==> src/rtl/vlx_pkg.sv <==
// Shared constants, types and helpers for the operand parser.
// Assumes 32-bit operand values and at most three operands per instruction.
package vlx_pkg;
    localparam int VAL_W     = 32;
    localparam int VAL_BYTES = VAL_W / 8;
    localparam int LANE_W    = $clog2(VAL_BYTES);
    localparam int LEN_W     = $clog2(VAL_BYTES + 1);
    localparam int MAX_OPS   = 3;
    localparam int CNT_W     = $clog2(MAX_OPS + 1);
    localparam logic [7:0] OPC_ESCAPE = 8'hFD;

    // operand data size codes
    localparam logic [1:0] DSZ_BYTE = 2'd0;
    localparam logic [1:0] DSZ_WORD = 2'd1;
    localparam logic [1:0] DSZ_LONG = 2'd2;

    typedef enum logic [1:0] {PS_OPC, PS_OPC2, PS_MODE, PS_EXT} pstate_e;

    typedef struct packed {
        logic                   known;
        logic                   escape;
        logic [CNT_W-1:0]       n_ops;
        logic [2*MAX_OPS-1:0]   sizes;   // two bits per operand, operand 0 lowest
    } opinfo_t;

    // build a table entry
    function automatic opinfo_t mk_entry(input logic [CNT_W-1:0] n,
                                         input logic [2*MAX_OPS-1:0] s);
        opinfo_t e;
        e.known  = 1'b1;
        e.escape = 1'b0;
        e.n_ops  = n;
        e.sizes  = s;
        return e;
    endfunction

    // byte length of a data size code
    function automatic logic [LEN_W-1:0] dsize_bytes(input logic [1:0] d);
        case (d)
            DSZ_BYTE: return LEN_W'(1);
            DSZ_WORD: return LEN_W'(2);
            default:  return LEN_W'(4);
        endcase
    endfunction
endpackage

==> src/rtl/vlx_optab.sv <==
// Opcode lookup: operand count and per-operand data size.
// Assumes 'second' marks the byte that follows the escape byte.
module vlx_optab
    import vlx_pkg::*;
(
    input  logic [7:0] op_byte,
    input  logic       second,
    output opinfo_t    info
);
    // decode one opcode byte against the table
    always_comb begin
        info = '0;
        if (!second) begin
            case (op_byte)
                8'h10:      info = mk_entry(CNT_W'(2), {DSZ_BYTE, DSZ_BYTE, DSZ_BYTE});
                8'h20:      info = mk_entry(CNT_W'(2), {DSZ_BYTE, DSZ_WORD, DSZ_WORD});
                8'h30:      info = mk_entry(CNT_W'(3), {DSZ_LONG, DSZ_LONG, DSZ_LONG});
                8'h40:      info = mk_entry(CNT_W'(1), {DSZ_BYTE, DSZ_BYTE, DSZ_LONG});
                8'h50:      info = mk_entry(CNT_W'(3), {DSZ_LONG, DSZ_WORD, DSZ_BYTE});
                OPC_ESCAPE: info.escape = 1'b1;
                default:    info = '0;
            endcase
        end else begin
            case (op_byte)
                8'h31:   info = mk_entry(CNT_W'(2), {DSZ_BYTE, DSZ_LONG, DSZ_WORD});
                default: info = '0;
            endcase
        end
    end
endmodule

==> src/rtl/vlx_spec_dec.sv <==
// Mode byte decoder: class, register, count of extra bytes, and flags.
// Assumes op_size is the table size of the operand being parsed.
module vlx_spec_dec
    import vlx_pkg::*;
(
    input  logic [7:0]       mode_byte,
    input  logic [1:0]       op_size,
    input  logic             base_phase,
    output logic [3:0]       cls,
    output logic [3:0]       rnum,
    output logic [LEN_W-1:0] ext_len,
    output logic             is_lit,
    output logic             is_idx,
    output logic             bad_base
);
    // split the nibbles and flag the special classes
    always_comb begin
        cls      = mode_byte[7:4];
        rnum     = mode_byte[3:0];
        is_lit   = (mode_byte[7:6] == 2'b00);
        is_idx   = (mode_byte[7:4] == 4'h4);
        bad_base = base_phase && (mode_byte[7:4] <= 4'h5);
    end

    // number of parameter bytes that follow the mode byte
    always_comb begin
        case (mode_byte[7:4])
            4'h8:        ext_len = (mode_byte[3:0] == 4'hF) ? dsize_bytes(op_size) : '0;
            4'h9:        ext_len = (mode_byte[3:0] == 4'hF) ? LEN_W'(4) : '0;
            4'hA, 4'hB:  ext_len = LEN_W'(1);
            4'hC, 4'hD:  ext_len = LEN_W'(2);
            4'hE, 4'hF:  ext_len = LEN_W'(4);
            default:     ext_len = '0;
        endcase
    end
endmodule

==> src/rtl/vlx_assemble.sv <==
// Little-endian byte collector with sign extension by length.
// Assumes clr and load are never both high; lanes fill from 0 upward.
module vlx_assemble
    import vlx_pkg::*;
#(
    parameter int NB = VAL_BYTES,
    localparam int LW = $clog2(NB),
    localparam int NW = $clog2(NB + 1)
)(
    input  logic            clk,
    input  logic            rst_n,
    input  logic            clr,
    input  logic            load,
    input  logic [LW-1:0]   lane,
    input  logic [7:0]      in_byte,
    input  logic [NW-1:0]   len,
    output logic [8*NB-1:0] value
);
    logic [8*NB-1:0] acc;
    logic [8*NB-1:0] merged;

    // place the incoming byte into its lane
    for (genvar g = 0; g < NB; g++) begin : g_lane
        assign merged[8*g +: 8] = (load && lane == LW'(g)) ? in_byte : acc[8*g +: 8];
    end

    // keep the bytes seen so far
    always_ff @(posedge clk) begin
        if (!rst_n)    acc <= '0;
        else if (clr)  acc <= '0;
        else if (load) acc <= merged;
    end

    // replicate the top bit of the last lane above it
    always_comb begin
        value = merged;
        for (int k = 1; k < NB; k++) begin
            if (int'(len) == k) begin
                for (int j = k; j < NB; j++) value[8*j +: 8] = {8{merged[8*k-1]}};
            end
        end
    end
endmodule

==> src/rtl/vlx_opnd_parser.sv <==
// Operand specifier parser: opcode, then one record per operand slot.
// Assumes one byte per cycle at most; stalls input while a record waits.
module vlx_opnd_parser
    import vlx_pkg::*;
(
    input  logic             clk,
    input  logic             rst_n,
    input  logic             in_valid,
    input  logic [7:0]       in_data,
    output logic             in_ready,
    output logic             rec_valid,
    input  logic             rec_ready,
    output logic [3:0]       rec_mode,
    output logic [3:0]       rec_reg,
    output logic [VAL_W-1:0] rec_value,
    output logic             rec_indexed,
    output logic [3:0]       rec_index_reg,
    output logic             rec_last,
    output logic             err
);
    pstate_e              st;
    logic [CNT_W-1:0]     n_ops_q, opnd_q;
    logic [2*MAX_OPS-1:0] sizes_q;
    logic                 idx_pend_q;
    logic [3:0]           idx_reg_q, cls_q, reg_q;
    logic [LEN_W-1:0]     len_q;
    logic [LANE_W-1:0]    lane_q;

    logic                 rec_valid_q, rec_last_q, rec_indexed_q, err_q;
    logic [3:0]           rec_mode_q, rec_reg_q, rec_index_reg_q;
    logic [VAL_W-1:0]     rec_value_q;

    opinfo_t              op_info;
    logic [3:0]           cls, rnum;
    logic [LEN_W-1:0]     ext_len;
    logic                 is_lit, is_idx, bad_base;
    logic [VAL_W-1:0]     asm_value;

    logic                 fire, last_lane, final_opnd, emit_now;
    logic [3:0]           emit_mode, emit_reg;
    logic [VAL_W-1:0]     emit_value;

    assign in_ready = !rec_valid_q || rec_ready;
    assign fire     = in_valid && in_ready;

    vlx_optab u_optab (
        .op_byte (in_data),
        .second  (st == PS_OPC2),
        .info    (op_info)
    );

    vlx_spec_dec u_dec (
        .mode_byte  (in_data),
        .op_size    (sizes_q[2*opnd_q +: 2]),
        .base_phase (idx_pend_q),
        .cls        (cls),
        .rnum       (rnum),
        .ext_len    (ext_len),
        .is_lit     (is_lit),
        .is_idx     (is_idx),
        .bad_base   (bad_base)
    );

    vlx_assemble #(.NB(VAL_BYTES)) u_asm (
        .clk     (clk),
        .rst_n   (rst_n),
        .clr     (fire && st == PS_MODE),
        .load    (fire && st == PS_EXT),
        .lane    (lane_q),
        .in_byte (in_data),
        .len     (len_q),
        .value   (asm_value)
    );

    // decide whether this byte closes a specifier and what it reports
    always_comb begin
        last_lane  = (LEN_W'(lane_q) == len_q - LEN_W'(1));
        final_opnd = (opnd_q == n_ops_q - CNT_W'(1));
        emit_now   = fire && (((st == PS_MODE) && !bad_base && !is_idx && ext_len == '0) ||
                              ((st == PS_EXT) && last_lane));
        if (st == PS_MODE) begin
            emit_mode  = cls;
            emit_reg   = is_lit ? 4'h0 : rnum;
            emit_value = is_lit ? {{(VAL_W-6){1'b0}}, in_data[5:0]} : '0;
        end else begin
            emit_mode  = cls_q;
            emit_reg   = reg_q;
            emit_value = asm_value;
        end
    end

    // parser sequencing and output registers
    always_ff @(posedge clk) begin
        if (!rst_n) begin
            st              <= PS_OPC;
            n_ops_q         <= '0;
            opnd_q          <= '0;
            sizes_q         <= '0;
            idx_pend_q      <= 1'b0;
            idx_reg_q       <= '0;
            cls_q           <= '0;
            reg_q           <= '0;
            len_q           <= '0;
            lane_q          <= '0;
            rec_valid_q     <= 1'b0;
            rec_last_q      <= 1'b0;
            rec_indexed_q   <= 1'b0;
            rec_mode_q      <= '0;
            rec_reg_q       <= '0;
            rec_index_reg_q <= '0;
            rec_value_q     <= '0;
            err_q           <= 1'b0;
        end else begin
            err_q <= 1'b0;
            if (rec_valid_q && rec_ready) rec_valid_q <= 1'b0;
            if (fire) begin
                case (st)
                    PS_OPC: begin
                        if (op_info.escape) begin
                            st <= PS_OPC2;
                        end else if (op_info.known) begin
                            n_ops_q    <= op_info.n_ops;
                            sizes_q    <= op_info.sizes;
                            opnd_q     <= '0;
                            idx_pend_q <= 1'b0;
                            st         <= PS_MODE;
                        end else begin
                            err_q <= 1'b1;
                        end
                    end
                    PS_OPC2: begin
                        if (op_info.known) begin
                            n_ops_q    <= op_info.n_ops;
                            sizes_q    <= op_info.sizes;
                            opnd_q     <= '0;
                            idx_pend_q <= 1'b0;
                            st         <= PS_MODE;
                        end else begin
                            err_q <= 1'b1;
                            st    <= PS_OPC;
                        end
                    end
                    PS_MODE: begin
                        if (bad_base) begin
                            err_q      <= 1'b1;
                            idx_pend_q <= 1'b0;
                            st         <= PS_OPC;
                        end else if (is_idx) begin
                            idx_pend_q <= 1'b1;
                            idx_reg_q  <= rnum;
                        end else if (ext_len != '0) begin
                            cls_q  <= cls;
                            reg_q  <= rnum;
                            len_q  <= ext_len;
                            lane_q <= '0;
                            st     <= PS_EXT;
                        end
                    end
                    PS_EXT: begin
                        if (!last_lane) lane_q <= lane_q + LANE_W'(1);
                    end
                    default: st <= PS_OPC;
                endcase
            end
            if (emit_now) begin
                rec_valid_q     <= 1'b1;
                rec_mode_q      <= emit_mode;
                rec_reg_q       <= emit_reg;
                rec_value_q     <= emit_value;
                rec_indexed_q   <= idx_pend_q;
                rec_index_reg_q <= idx_pend_q ? idx_reg_q : 4'h0;
                rec_last_q      <= final_opnd;
                idx_pend_q      <= 1'b0;
                if (final_opnd) begin
                    st <= PS_OPC;
                end else begin
                    opnd_q <= opnd_q + CNT_W'(1);
                    st     <= PS_MODE;
                end
            end
        end
    end

    assign rec_valid     = rec_valid_q;
    assign rec_mode      = rec_mode_q;
    assign rec_reg       = rec_reg_q;
    assign rec_value     = rec_value_q;
    assign rec_indexed   = rec_indexed_q;
    assign rec_index_reg = rec_index_reg_q;
    assign rec_last      = rec_last_q;
    assign err           = err_q;
endmodule

==> config.mk <==
export PLATFORM = sky130hd
export DESIGN_NAME = vlx_opnd_parser
export DESIGN_NICKNAME = d
export VERILOG_FILES = /design/src/rtl/vlx_pkg.sv /design/src/rtl/vlx_optab.sv /design/src/rtl/vlx_spec_dec.sv /design/src/rtl/vlx_assemble.sv /design/src/rtl/vlx_opnd_parser.sv
export SDC_FILE = /design/constraint.sdc
export NUM_CORES = 1
export LEC_CHECK = 0
export ABC_AREA = 1
export BUFFER_PORTS_ARGS = -buffer_cell sky130_fd_sc_hd__buf_2
export CAP_MARGIN = 40
export CORE_UTILIZATION = 45
export DETAILED_ROUTE_END_ITERATION = 8
export PLACE_DENSITY_LB_ADDON = 0.15
export REMOVE_ABC_BUFFERS = 1
export SLEW_MARGIN = 40
export SYNTH_ARGS = -nofsm -noshare
export SYNTH_HDL_FRONTEND = slang
export SYNTH_HIERARCHICAL = 1
export SYNTH_SLANG_ARGS = --single-unit
export TNS_END_PERCENT = 50
==> constraint.sdc <==
create_clock -name clk -period 2.1 [get_ports clk]
set_input_delay 0.21 -clock clk [delete_from_list [all_inputs] [get_ports clk]]
set_output_delay 0.21 -clock clk [all_outputs]
set_load 0.02 [all_outputs]
# Yosys cells after proc, flatten, opt, wreduce, memory -nomap -nowiden
# Index checks and enable logic that the tools add are counted.
totals:
  word_cells: 170
  ff_bits: 110
op_classes:
  reduce_logical: 44
  n_bitwise: 3
  n_mux: 60
  order_cmp: 1
  n_shift: 1
  n_addsub: 4
  eq_ne: 38
op_table:
  columns: ["cell", "count"]
  rows:
  - ["two-way mux 2 bit", 20]
  - ["two-way mux 8 bit", 5]
  - ["case mux 8 bit (5 select lines)", 1]
  - ["equality test 4 bit (second input constant)", 9]
  - ["two-way mux 32 bit", 1]
  - ["equality test 8 x 6 -> 1 bit (second input constant)", 3]
  - ["two-way mux 24 bit", 1]
  - ["two-way mux 10 bit", 2]
  - ["two-way mux 6 bit", 3]
  - ["equality test 8 x 7 -> 1 bit (second input constant)", 2]
  - ["two-way mux 16 bit", 1]
  - ["two-way mux 4 bit", 4]
  - ["case mux 3 bit (5 select lines)", 1]
  - ["logical AND 1 bit", 14]
  - ["case mux 2 bit (2 select lines)", 3]
  - ["case mux 6 bit (2 select lines)", 1]
  - ["two-way mux 1 bit", 11]
  - ["AND reduction 5 bit", 2]
  - ["OR reduction 2 bit", 5]
  - ["equality test 2 bit (second input constant)", 4]
  - ["equality test 8 x 5 -> 1 bit (second input constant)", 1]
  - ["equality test 8 bit (second input constant)", 1]
  - ["zero test 2 bit", 4]
  - ["inequality test 2 bit (second input constant)", 4]
  - ["31 further kinds", 48]

# Longest topological paths before layout
# Gate-level depths: netlist of the first run.
depth:
  depth_word: 12
  mapped_depth: 16

# Modules after synthesis
# Netlist of the first run, hierarchy kept.
by_module_without_submodules:
  columns: ["module", "area_per_inst_um2", "cells_each", "seq_area_each_um2", "instances"]
  rows:
  - ["vlx_opnd_parser", 3438.3, 474, 1561.5, 1]
  - ["vlx_assemble", 1799.2, 303, 640.6, 1]
  - ["vlx_optab", 240.2, 48, 0.0, 1]
  - ["vlx_spec_dec", 188.9, 38, 0.0, 1]

# Least setup slack after synthesis of the first run
# OpenSTA, ideal clock, no wires.
synth_timing:
  kind: "register to register"
  start: "reg opnd_q[0]"
  end: "reg rec_value_q[22], in the netlist rec_value[22]"
  setup_ns: 0.121
  setup_slack_ns: 0.021
  arrival_ns: 1.958
  path_stages_with_launch: 16
  path_cell_list: "dfxtp_1 > buf_2 > inv_1 > nor2_1 > o31ai_1 > nor2_1 > nand3_1 > o21ai_0 > nor3_4 > nand2_2 > nand2_2 > buf_6 > nor2_8 > buf_6 > nand2_1 > o21ai_0"
synth_between:
  elab_chain_len: 9
  word_cells_on_any_way: 10
synth_lines:
  columns: ["item", "line_no", "source"]
  rows:
  - ["start: declaration", "vlx_opnd_parser.sv:22", "logic [CNT_W-1:0] n_ops_q, opnd_q;"]
  - ["start signal: assignment", "vlx_opnd_parser.sv:177", "opnd_q <= opnd_q + CNT_W'(1);"]
  - ["indexed part select 6 x 4 -> 2 bit *", "vlx_opnd_parser.sv:54", ".op_size (sizes_q[2*opnd_q +: 2]),"]
  - ["equality test 2 x 1 -> 1 bit or zero test 2 bit (tied branches)", "vlx_pkg.sv:39", "case (d)"]
  - ["case mux 3 bit (2 select lines) *", "vlx_pkg.sv:39", null]
  - ["two-way mux 3 bit *", "vlx_spec_dec.sv:28", "4'h8: ext_len = (mode_byte[3:0] == 4'hF) ? dsize_bytes(op_size) : '0;"]
  - ["case mux 3 bit (5 select lines) *", "vlx_spec_dec.sv:27", "case (mode_byte[7:4])"]
  - ["via ext_len[0]", "vlx_opnd_parser.sv:35", "logic [LEN_W-1:0] ext_len;"]
  - ["zero test 3 bit *", "vlx_opnd_parser.sv:79", "emit_now = fire && (((st == PS_MODE) && !bad_base && !is_idx && ext_len == '0) ||"]
  - ["logical AND 1 bit *", "vlx_opnd_parser.sv:79", null]
  - ["logical OR 1 bit *", "vlx_opnd_parser.sv:79", null]
  - ["logical AND 1 bit *", "vlx_opnd_parser.sv:79", null]
  - ["end signal: assignment", "vlx_opnd_parser.sv:169", "rec_value_q <= emit_value;"]
  - ["end: declaration", "vlx_opnd_parser.sv:31", "logic [VAL_W-1:0] rec_value_q;"]
# Mark *: on every way through the listed nets, which the timed path passes. The rest lies on a longest branch.
# A chain may end at the register's enable or synchronous reset.

# Worst setup path after layout of the first run
layout_timing:
  start: "reg opnd_q[0]"
  end: "reg idx_pend_q"
layout_between:
  elab_chain_len: 10
  word_cells_on_any_way: 11
layout_lines:
  columns: ["item", "line_no", "source"]
  rows:
  - ["indexed part select 6 x 4 -> 2 bit *", "vlx_opnd_parser.sv:54", null]
  - ["equality test 2 x 1 -> 1 bit or zero test 2 bit (tied branches)", "vlx_pkg.sv:39", null]
  - ["case mux 3 bit (2 select lines) *", "vlx_pkg.sv:39", null]
  - ["two-way mux 3 bit *", "vlx_spec_dec.sv:28", null]
  - ["case mux 3 bit (5 select lines) *", "vlx_spec_dec.sv:27", null]
  - ["via ext_len[2]", "vlx_opnd_parser.sv:35", null]
  - ["zero test 3 bit *", "vlx_opnd_parser.sv:79", null]
  - ["logical AND 1 bit *", "vlx_opnd_parser.sv:79", null]
  - ["logical OR 1 bit *", "vlx_opnd_parser.sv:79", null]
  - ["logical AND 1 bit *", "vlx_opnd_parser.sv:79", null]
  - ["OR reduction 2 bit (no source line) *", null, null]
  - ["end signal: assignment", "vlx_opnd_parser.sv:99", "idx_pend_q <= 1'b0;"]
  - ["end signal: assignment", "vlx_opnd_parser.sv:125", "idx_pend_q <= 1'b0;"]
  - ["end signal: assignment", "vlx_opnd_parser.sv:136", "idx_pend_q <= 1'b0;"]
  - ["end: declaration", "vlx_opnd_parser.sv:24", "logic idx_pend_q;"]
# Marks and branches as above.

==> results.yml, run 1 <==
run_status:
  outcome: "completed"
timing:
  clock_skew_ps: 11.2
  setup_tns_ps: 0
  rsz0062_at_grt: "true"
  post-route-period-util_pct: 98.2
  drv_slew: 0
  fmax_ghz: 0.485
  setup_viol: 0
  finalHoldViolCount: 0
  fin_crit_ps: 2060
cts:
  cts_tree: "built"
  cts_buffer_depth: 2
  cts_sinks: 110
  clk_pin_slew_ps: 70
  clockRootBuffer: "clkbuf_16"
  h-tree-depth: 3
  insertion_delay_ps: 370
  cts_buffers: 9
drt:
  avgRoutedWirePerCell_um: 12.8
  ant_nets: 0
  wl_um: 14400
  drt_iter0_drc: 316
  drtPass1Iterations: 5
  viasPerCell: 4.84
  route.detailed.drc: 0
  vias: 5427
synthesis:
  netlist_instances: 863
  ys_ff_latch: 110
  synth_area_um2: 5670
  async_reset_ff_share_pct: 0
  synthFlopType: "dfxtp_1"
  ys_seq_area_share_pct: 38.9
  yosysWarningCount: 6
  syn_avg_cell_area_um2: 6.57
  synth_cell_type_count: 36
  synth-edff-count: 0
run:
  drv_cap: 0
worst_setup_path:
  worstSetupEndpointType: "register"
  cp_max_fo: 15
  reg2reg_from: "opnd_q[0]"
  startpoint: "opnd_q[0]"
  arrival_ps: 2320
  critPathKind: "reg2reg"
  crit_path_start_kind: "register"
  required_ps: 2360
placement:
  post-dp-hpwl_um: 9940
  dpl-instance-area_um2: 6310
  gp_congestion: 0.881
  numPortBuffers: 60
  placedCellCount: 1095
grt:
  grt_max_degree: 29
  grt_overflow: 0
  grt_pass1_wl_um: 23100
  track_usage_pct: 22.5
  antenna_found_initial: 0
  grt_pass1_vias: 4948
power:
  swShare_pct: 29.4
  clkPwrFrac_pct: 36.3
  cellInternalPower_mw: 3.46
  seqPwrFrac_pct: 44.5
  p_total_mw: 4.90
  leakage_nw: 3.42
  comb_power_share_pct: 19.2
  power_density_nw_per_um2: 708
  p_sw_mw: 1.44
  irDropWorstVdd_uv: 485
hold_path:
  hp-class: "in2reg"
  worstHoldStart: "in_data[1]"
layout:
  n_antenna_cell: 0
  multi_input_area_um2: 2800
  final_nets: 966
  seq_area_um2: 2210
  final_area_um2: 6920
  area_growth_pct: 22.2
  instances_no_fill: 1122
  layout-drive-gt1-share_pct: 21.5
  fillers: 1204
floorplan:
  start_util_pct: 46.6
  top_level_ports: 61
  dieArea_um2: 13000
  core_um2: 12200
  chipWidth_um: 114
  fp.dieH_um: 114
  num_rows: 40
-- worst max-delay path: stages, from the launching register on --
cell and delay [ps]:
dfxtp_4 370, nor2_1 230, o31ai_4 90, buf_4 140, nand3_1 90, nand3_2 100
nor3_4 240, nand2_2 100, nand2_4 120, buf_12 120, nor2_8 40, buf_12 170
and2_1 150
-- worst paths after layout --
path,end,slack (ps),cells after the start
worst min-delay path,idx_reg_q[1],220,3
worst max register to register,idx_pend_q,40,12
worst min register to register,rec_index_reg[0],440,2
worst max-delay path,idx_pend_q,40,12
-- final cells by class --
| class | count | area share (%) |
|---|---|---|
| Clock buffer | 9 | 3.25 |
| Multi-Input combinational cell | 580 | 40.4 |
| Timing Repair Buffer | 124 | 13.5 |
| Sequential cell | 110 | 31.9 |
| Inverter | 124 | 6.76 |
| Tap cell | 168 | 3.04 |
| Clock inverter | 7 | 1.16 |
-- cell families after synthesis --
kind of cell	Yosys count	share of synthesized area, %
flip-flops	110	38.9
AND/OR/NAND/NOR	437	33.3
adder cells (fa/ha/maj)	5	1.10
buffers and inverters	173	14.0
XOR/XNOR	2	0.309
other	1	0.0662
multiplexers	3	0.530
AO/OA/AOI/OAI	132	11.9
-- power by group through the flow --
stage	sequential [mW]	combinational [mW]	clock, mW
final	2.18	0.938	1.78
after global routing	2.19	1.04	1.91
after CTS	2.18	0.862	1.83
after detailed placement	2.22	0.854	0
after global placement	2.23	0.857	0
after floorplan	2.26	0.450	0
-- metal layers --
metal | global-route usage (%) | routed length [um]
met4 | 10.4 | 306
met5 | 0 | 0
met3 | 3.12 | 423
met2 | 38.8 | 6960
met1 | 27.7 | 6690
-- through the flow --
step                      worst slack, ps  hold slack (ps)  utilization (%)
after floorplan                      -379              308                -
after global placement               2.37              425             51.9
after detailed placement            -83.6              425             51.9
after CTS                            16.7              210             54.5
after global routing                -74.2              254             56.9
final                                37.8              216             56.9
-- synthesized netlist by cell type, drive strengths merged (3+ instances only) --
cell type    n  area [um2]
clkbuf      12        45.0
nand3       55         295
mux2i        3        30.0
nor2       124         518
a21oi       39         195
nor3         5        36.3
ha           5        62.6
buf         37         283
nand4       16         100
nand2      234         916
dfxtp      110        2200
o21ai       89         449
inv        123         462
-- timing repair --
action / 4_1_cts / 5_1_grt
setup endpoints to repair: 56 / 64
setup buffers: 0 / 7
hold endpoints to repair: 0 / 0
gates resized for setup: 5 / 41
pin swaps: 0 / 8
hold buffers: 0 / 0
gates cloned: 0 / 4
-- layout by cell type, fill, tap and decap left out, drive strengths merged --
cell    Yosys  layout
nand2     234     234
inv       123     126
nor2      124     124
buf        37     121
dfxtp     110     110
o21ai      89      89
nand3      55      55
a21oi      39      39
nand4      16      16
clkbuf     12      12
ha          5       5
nor3        5       5
clkinv      1       4
mux2i       3       3
o31ai       2       2
a22oi       1       1
or2         1       1
a31oi       1       1
xnor2       1       1
and2        1       1
xor2        1       1
bufinv      0       1
nor4        1       1
conb        1       1
(Power assumes the default switching activity.)
==> inputs of run 2 (changes only) <==
--- a/config.mk
+++ b/config.mk
@@ -8,7 +8,10 @@
 export ABC_AREA = 1
 export BUFFER_PORTS_ARGS = -buffer_cell sky130_fd_sc_hd__buf_2
 export CAP_MARGIN = 40
-export CORE_UTILIZATION = 45
+export CELL_PAD_IN_SITES_DETAIL_PLACEMENT = 0
+export CELL_PAD_IN_SITES_GLOBAL_PLACEMENT = 1
+export CORE_ASPECT_RATIO = 0.75
+export CORE_UTILIZATION = 38
 export DETAILED_ROUTE_END_ITERATION = 8
 export PLACE_DENSITY_LB_ADDON = 0.15
 export REMOVE_ABC_BUFFERS = 1
==> results.yml, run 2 (synthesis gave the netlist of run 1 again) <==
grt:
  antenna_found_initial: 0
  grt_pass1_vias: 4999
  grt_overflow: 0
  track_usage_pct: 21.5
  grt_max_degree: 33
  grt_pass1_wl_um: 25500
layout:
  final_nets: 966
  final_util_pct: 47.9
  final_common_cell: "nand2_1"
  final_cell_mix: "217 x nand2_1, 111 x inv_1, 110 x nor2_1"
  n_antenna_cell: 0
  fillers: 1526
  final_area_um2: 6940
  area_growth_pct: 22.5
  layout-drive-gt1-share_pct: 22.1
worst_setup_path:
  path_buf_inv: 3
  crit_path_start_kind: "register"
  rrSetupSlack_ps: 40
  reg2regPathDepth: 13
  crit_family: "simple AND/OR/NAND/NOR gates"
  critPathKind: "reg2reg"
  critical-path-max-stage-delay_ps: 360
  crit_chain: "inv_4, nor2_2, o31ai_1, buf_4, nor2_4, nand3_2, nand2_2, nor3_4, nand2_2, nand2_4, nand3_4, clkbuf_16, o21ai_0"
  cp_max_fo: 6
  timing.critical_path.mode_cell: "nand2_2"
  worstSetupEndpointType: "register"
  reg2reg_from: "opnd_q[0]"
  required_ps: 2390
  arrival_ps: 2350
  critical_path.slowest_cell: "dfxtp_4"
  rr_endpoint: "rec_value[25]"
cts:
  cts_sinks: 110
  clockRootBuffer: "clkbuf_16"
  h-tree-depth: 3
  cts_tree: "built"
  cts_buffer_depth: 2
  cts_buffers: 9
  ctsHoldBuffers: 0
  insertion_delay_ps: 360
  clk_pin_slew_ps: 80
drt:
  ant_nets: 0
  drtPass1Iterations: 5
  wl_um: 15800
  route.detailed.drc: 0
  viasPerCell: 4.76
  avgRoutedWirePerCell_um: 13.7
  vias: 5490
  drt_iter0_drc: 320
timing:
  fmax_ghz: 0.485
  finalHoldViolCount: 0
  hold_slack_ps: 149
  rsz0062_at_grt: "true"
  fin_crit_ps: 2060
  clock_skew_ps: 4.78
  drv_slew: 0
  setup_viol: 0
  post-route-period-util_pct: 98.2
  setup_slack_ps: 37.7
placement:
  dpl-instance-area_um2: 6380
  gp_congestion: 0.820
  numPortBuffers: 60
  post-dp-hpwl_um: 11300
  pre_cts_ws_ps: -89.5
floorplan:
  chipWidth_um: 143
  num_rows: 38
  start_util_pct: 39.1
  core_um2: 14500
  dieArea_um2: 15400
  top_level_ports: 61
  fp.dieH_um: 108
hold_path:
  hp-class: "in2reg"
  min_delay_worst_endpoint: "rec_reg[1]"
  worstHoldStart: "rst_n"
  hold_path_depth: 3
power:
  leakage_nw: 3.41
  p_total_mw: 4.88
  power_density_nw_per_um2: 703
  irDropWorstVdd_uv: 484
run_status:
  outcome: "completed"
run:
  drv_cap: 0
==> run 2: per-stage QoR <==
| stage | TNS (ps) | std cells |
|---|---|---|
| finish | 0 | 1154 |
| global placement | -163 | 1131 |
| floorplan | -9540 | 814 |
| global route | -2550 | 1154 |
| CTS | 0 | 1148 |
| detailed placement | -2200 | 1131 |
==> run 2: worst max path at each step <==
| stage | start | end | cells past startpoint |
|---|---|---|---|
| 2_1_floorplan | st[0] | rec_value[25] | 11 |
| 3_3_place_gp | opnd_q[0] | rec_index_reg[0] | 14 |
| 3_5_place_dp | opnd_q[0] | rec_value[26] | 13 |
| 4_1_cts | opnd_q[0] | lane_q[1] | 15 |
| 5_1_grt | opnd_q[0] | rec_value[16] | 13 |
| 6_report | opnd_q[0] | rec_value[25] | 13 |
==> run 2: per-layer routing <==
layer	wire length, um	part of all wire, %	GRT usage, %
met1	8230	52	31.0
met2	6720	42	32.2
met3	776	4.9	4.67
met4	116	0.73	4.76
met5	0	0	0
==> run 2: cell type report <==
cell class / instances / area [um2] / area share [%]
clock buffer: 11 / 233 / 3.35
clock inverter: 5 / 66.3 / 0.955
inverter: 124 / 468 / 6.74
multi-input combinational: 580 / 2810 / 40.5
sequential: 110 / 2210 / 31.8
tap: 200 / 250 / 3.60
timing repair buffer: 124 / 905 / 13.0
==> run 2: what timing repair did <==
| item | in CTS | in global routing |
|---|---|---|
| pin swaps | 1 | 6 |
| buffers inserted | 1 | 4 |
| cloned | 0 | 2 |
| gates resized for setup | 6 | 62 |
| setup endpoints to repair | 56 | 71 |
==> run 2: report_power, final <==
group          switching (mW)  leakage (nW)  internal (mW)
Combinational           0.581          2.38          0.342
Sequential             0.0384         0.888           2.14
Clock                   0.828         0.142          0.943
Total                    1.45          3.41           3.43
==> run 2: worst register-to-register path: cells and delay by family (launching register included) <==
kind	cells	cell delay, ps
flip-flops	1	360
buffers and inverters	3	450
AO/OA/AOI/OAI	2	310
AND/OR/NAND/NOR	8	870
==> inputs of run 3 (changes only) <==
--- a/config.mk
+++ b/config.mk
@@ -14,6 +14,7 @@
 export CORE_UTILIZATION = 38
 export DETAILED_ROUTE_END_ITERATION = 8
 export PLACE_DENSITY_LB_ADDON = 0.15
+export RECOVER_POWER = 25
 export REMOVE_ABC_BUFFERS = 1
 export SLEW_MARGIN = 40
 export SYNTH_ARGS = -nofsm -noshare
==> constraint.sdc (replaced) <==
create_clock -name clk -period 2.1 [get_ports clk]
set_input_delay 0.21 -clock clk [delete_from_list [all_inputs] [get_ports clk]]
set_output_delay 0.21 -clock clk [all_outputs]
set_load 0.01 [all_outputs]
==> results.yml, run 3 (synthesis gave the netlist of run 1 again) <==
run_status:
  outcome: "completed"
grt:
  grt_pass1_vias: 4999
  grt_overflow: 0
  grt_max_degree: 33
  track_usage_pct: 21.5
  antenna_found_initial: 0
  grt_pass1_wl_um: 25500
drt:
  vias: 5473
  route.detailed.drc: 0
  viasPerCell: 4.74
  ant_nets: 0
  highest_layer: "met4"
  avgRoutedWirePerCell_um: 13.6
  wl_met2_um: 6700
  drt_iter0_drc: 318
  drtPass1Iterations: 4
  wl_met3_um: 736
  wl_um: 15700
  met1_length_um: 8190
power:
  irDropWorstVdd_uv: 483
  power_density_nw_per_um2: 702
  leakage_nw: 3.28
cts:
  ctsHoldBuffers: 0
  insertion_delay_ps: 360
  h-tree-depth: 3
  clk_pin_slew_ps: 80
  cts_tree: "built"
  clockRootBuffer: "clkbuf_16"
  cts_buffers: 9
  cts_buffer_depth: 2
  cts_sinks: 110
run:
  drv_cap: 0
worst_setup_path:
  reg2regPathDepth: 13
  reg2reg_from: "opnd_q[0]"
  cp_max_fo: 6
  worstSetupEndpointType: "register"
  rrSetupSlack_ps: 40
  critPathKind: "reg2reg"
  required_ps: 2390
  arrival_ps: 2350
  rr_endpoint: "rec_value[25]"
  crit_path_start_kind: "register"
layout:
  final_nets: 966
  n_antenna_cell: 0
  fillers: 1539
  final_cell_mix: "217 x nand2_1, 111 x inv_1, 110 x nor2_1"
  final_util_pct: 47.6
  layout-drive-gt1-share_pct: 19.0
  area_growth_pct: 21.8
  final_common_cell: "nand2_1"
floorplan:
  core_um2: 14500
  chipWidth_um: 143
  top_level_ports: 61
  start_util_pct: 39.1
  dieArea_um2: 15400
  fp.dieH_um: 108
  num_rows: 38
hold_path:
  worstHoldStart: "rst_n"
  hp-class: "in2reg"
  min_delay_worst_endpoint: "rec_reg[1]"
  hold_path_depth: 3
timing:
  clock_skew_ps: 5.11
  hold_slack_ps: 149
  fmax_ghz: 0.485
  fin_crit_ps: 2060
  finalHoldViolCount: 0
  drv_slew: 0
  setup_viol: 0
  post-route-period-util_pct: 98.2
  rsz0062_at_grt: "true"
placement:
  numPortBuffers: 60
  gp_congestion: 0.820
  post-dp-hpwl_um: 11300
## run 3: cell count changes in the layout (fill, tap and decap cells not counted), sizes merged
cell	previous run	this run
buf	122	92
clkbuf	13	43
## run 3: worst max path at each step
stage                          from                to  slack, ps  depth (start not counted)
after floorplan               st[0]     rec_value[25]       -380                         11
after global placement    opnd_q[0]  rec_index_reg[0]        -20                         14
after detailed placement  opnd_q[0]     rec_value[26]        -90                         13
after CTS                 opnd_q[0]         lane_q[1]         10                         15
after global routing      opnd_q[0]     rec_value[16]       -110                         13
final                     opnd_q[0]     rec_value[25]         40                         13
## run 3: per-layer routing
layer  up-vias  track usage (%)
li1       2855                -
met1      2503             31.0
met2       104             32.2
met3        11             4.67
met4         0             4.76
met5         -                0
## run 3: critical path: stages (launching register included)
cell and delay (ps):
dfxtp_4 360, inv_4 70, nor2_2 30, o31ai_1 190, buf_4 170, nor2_4 40, nand3_2 60, nand2_2 70
nor3_4 270, nand2_2 120, nand2_4 140, nand3_4 140, clkbuf_16 210, o21ai_0 120
## run 3: stage by stage
step           setup slack, ps  area (um2)  cells  setup TNS [ps]  total power, mW
6_report                  38.0        6900   1154               0             4.85
3_3_place_gp             -19.0        6380   1131            -163             3.05
5_1_grt                   -108        6900   1154           -2550             5.11
2_1_floorplan             -379        5340    814           -9540             2.69
4_1_cts                   13.7        6700   1148               0             4.85
3_5_place_dp             -89.5        6380   1131           -2200             3.05
## run 3: where the power goes
| group | leakage (nW) | total, mW | switching (mW) | internal (mW) |
|---|---|---|---|---|
| Combinational | 2.25 | 0.896 | 0.557 | 0.339 |
| Sequential | 0.888 | 2.18 | 0.0387 | 2.14 |
| Clock | 0.142 | 1.77 | 0.829 | 0.943 |
## run 3: area by class of cell
cell class,instances,area (um2),share of cell area (%)
Multi-Input combinational cell,580,2810,40.7
Inverter,124,468,6.78
Clock inverter,5,66.3,0.960
Tap cell,200,250,3.62
Sequential cell,110,2210,32.0
Clock buffer,11,233,3.37
Timing Repair Buffer,124,867,12.6
## run 3: what timing repair did
| item | in CTS | in global routing |
|---|---|---|
| pin swaps | 1 | 6 |
| gates cloned | 0 | 2 |
| buffers inserted | 1 | 4 |
| endpoints found under the setup margin | 56 | 71 |
| gates resized for setup | 6 | 62 |
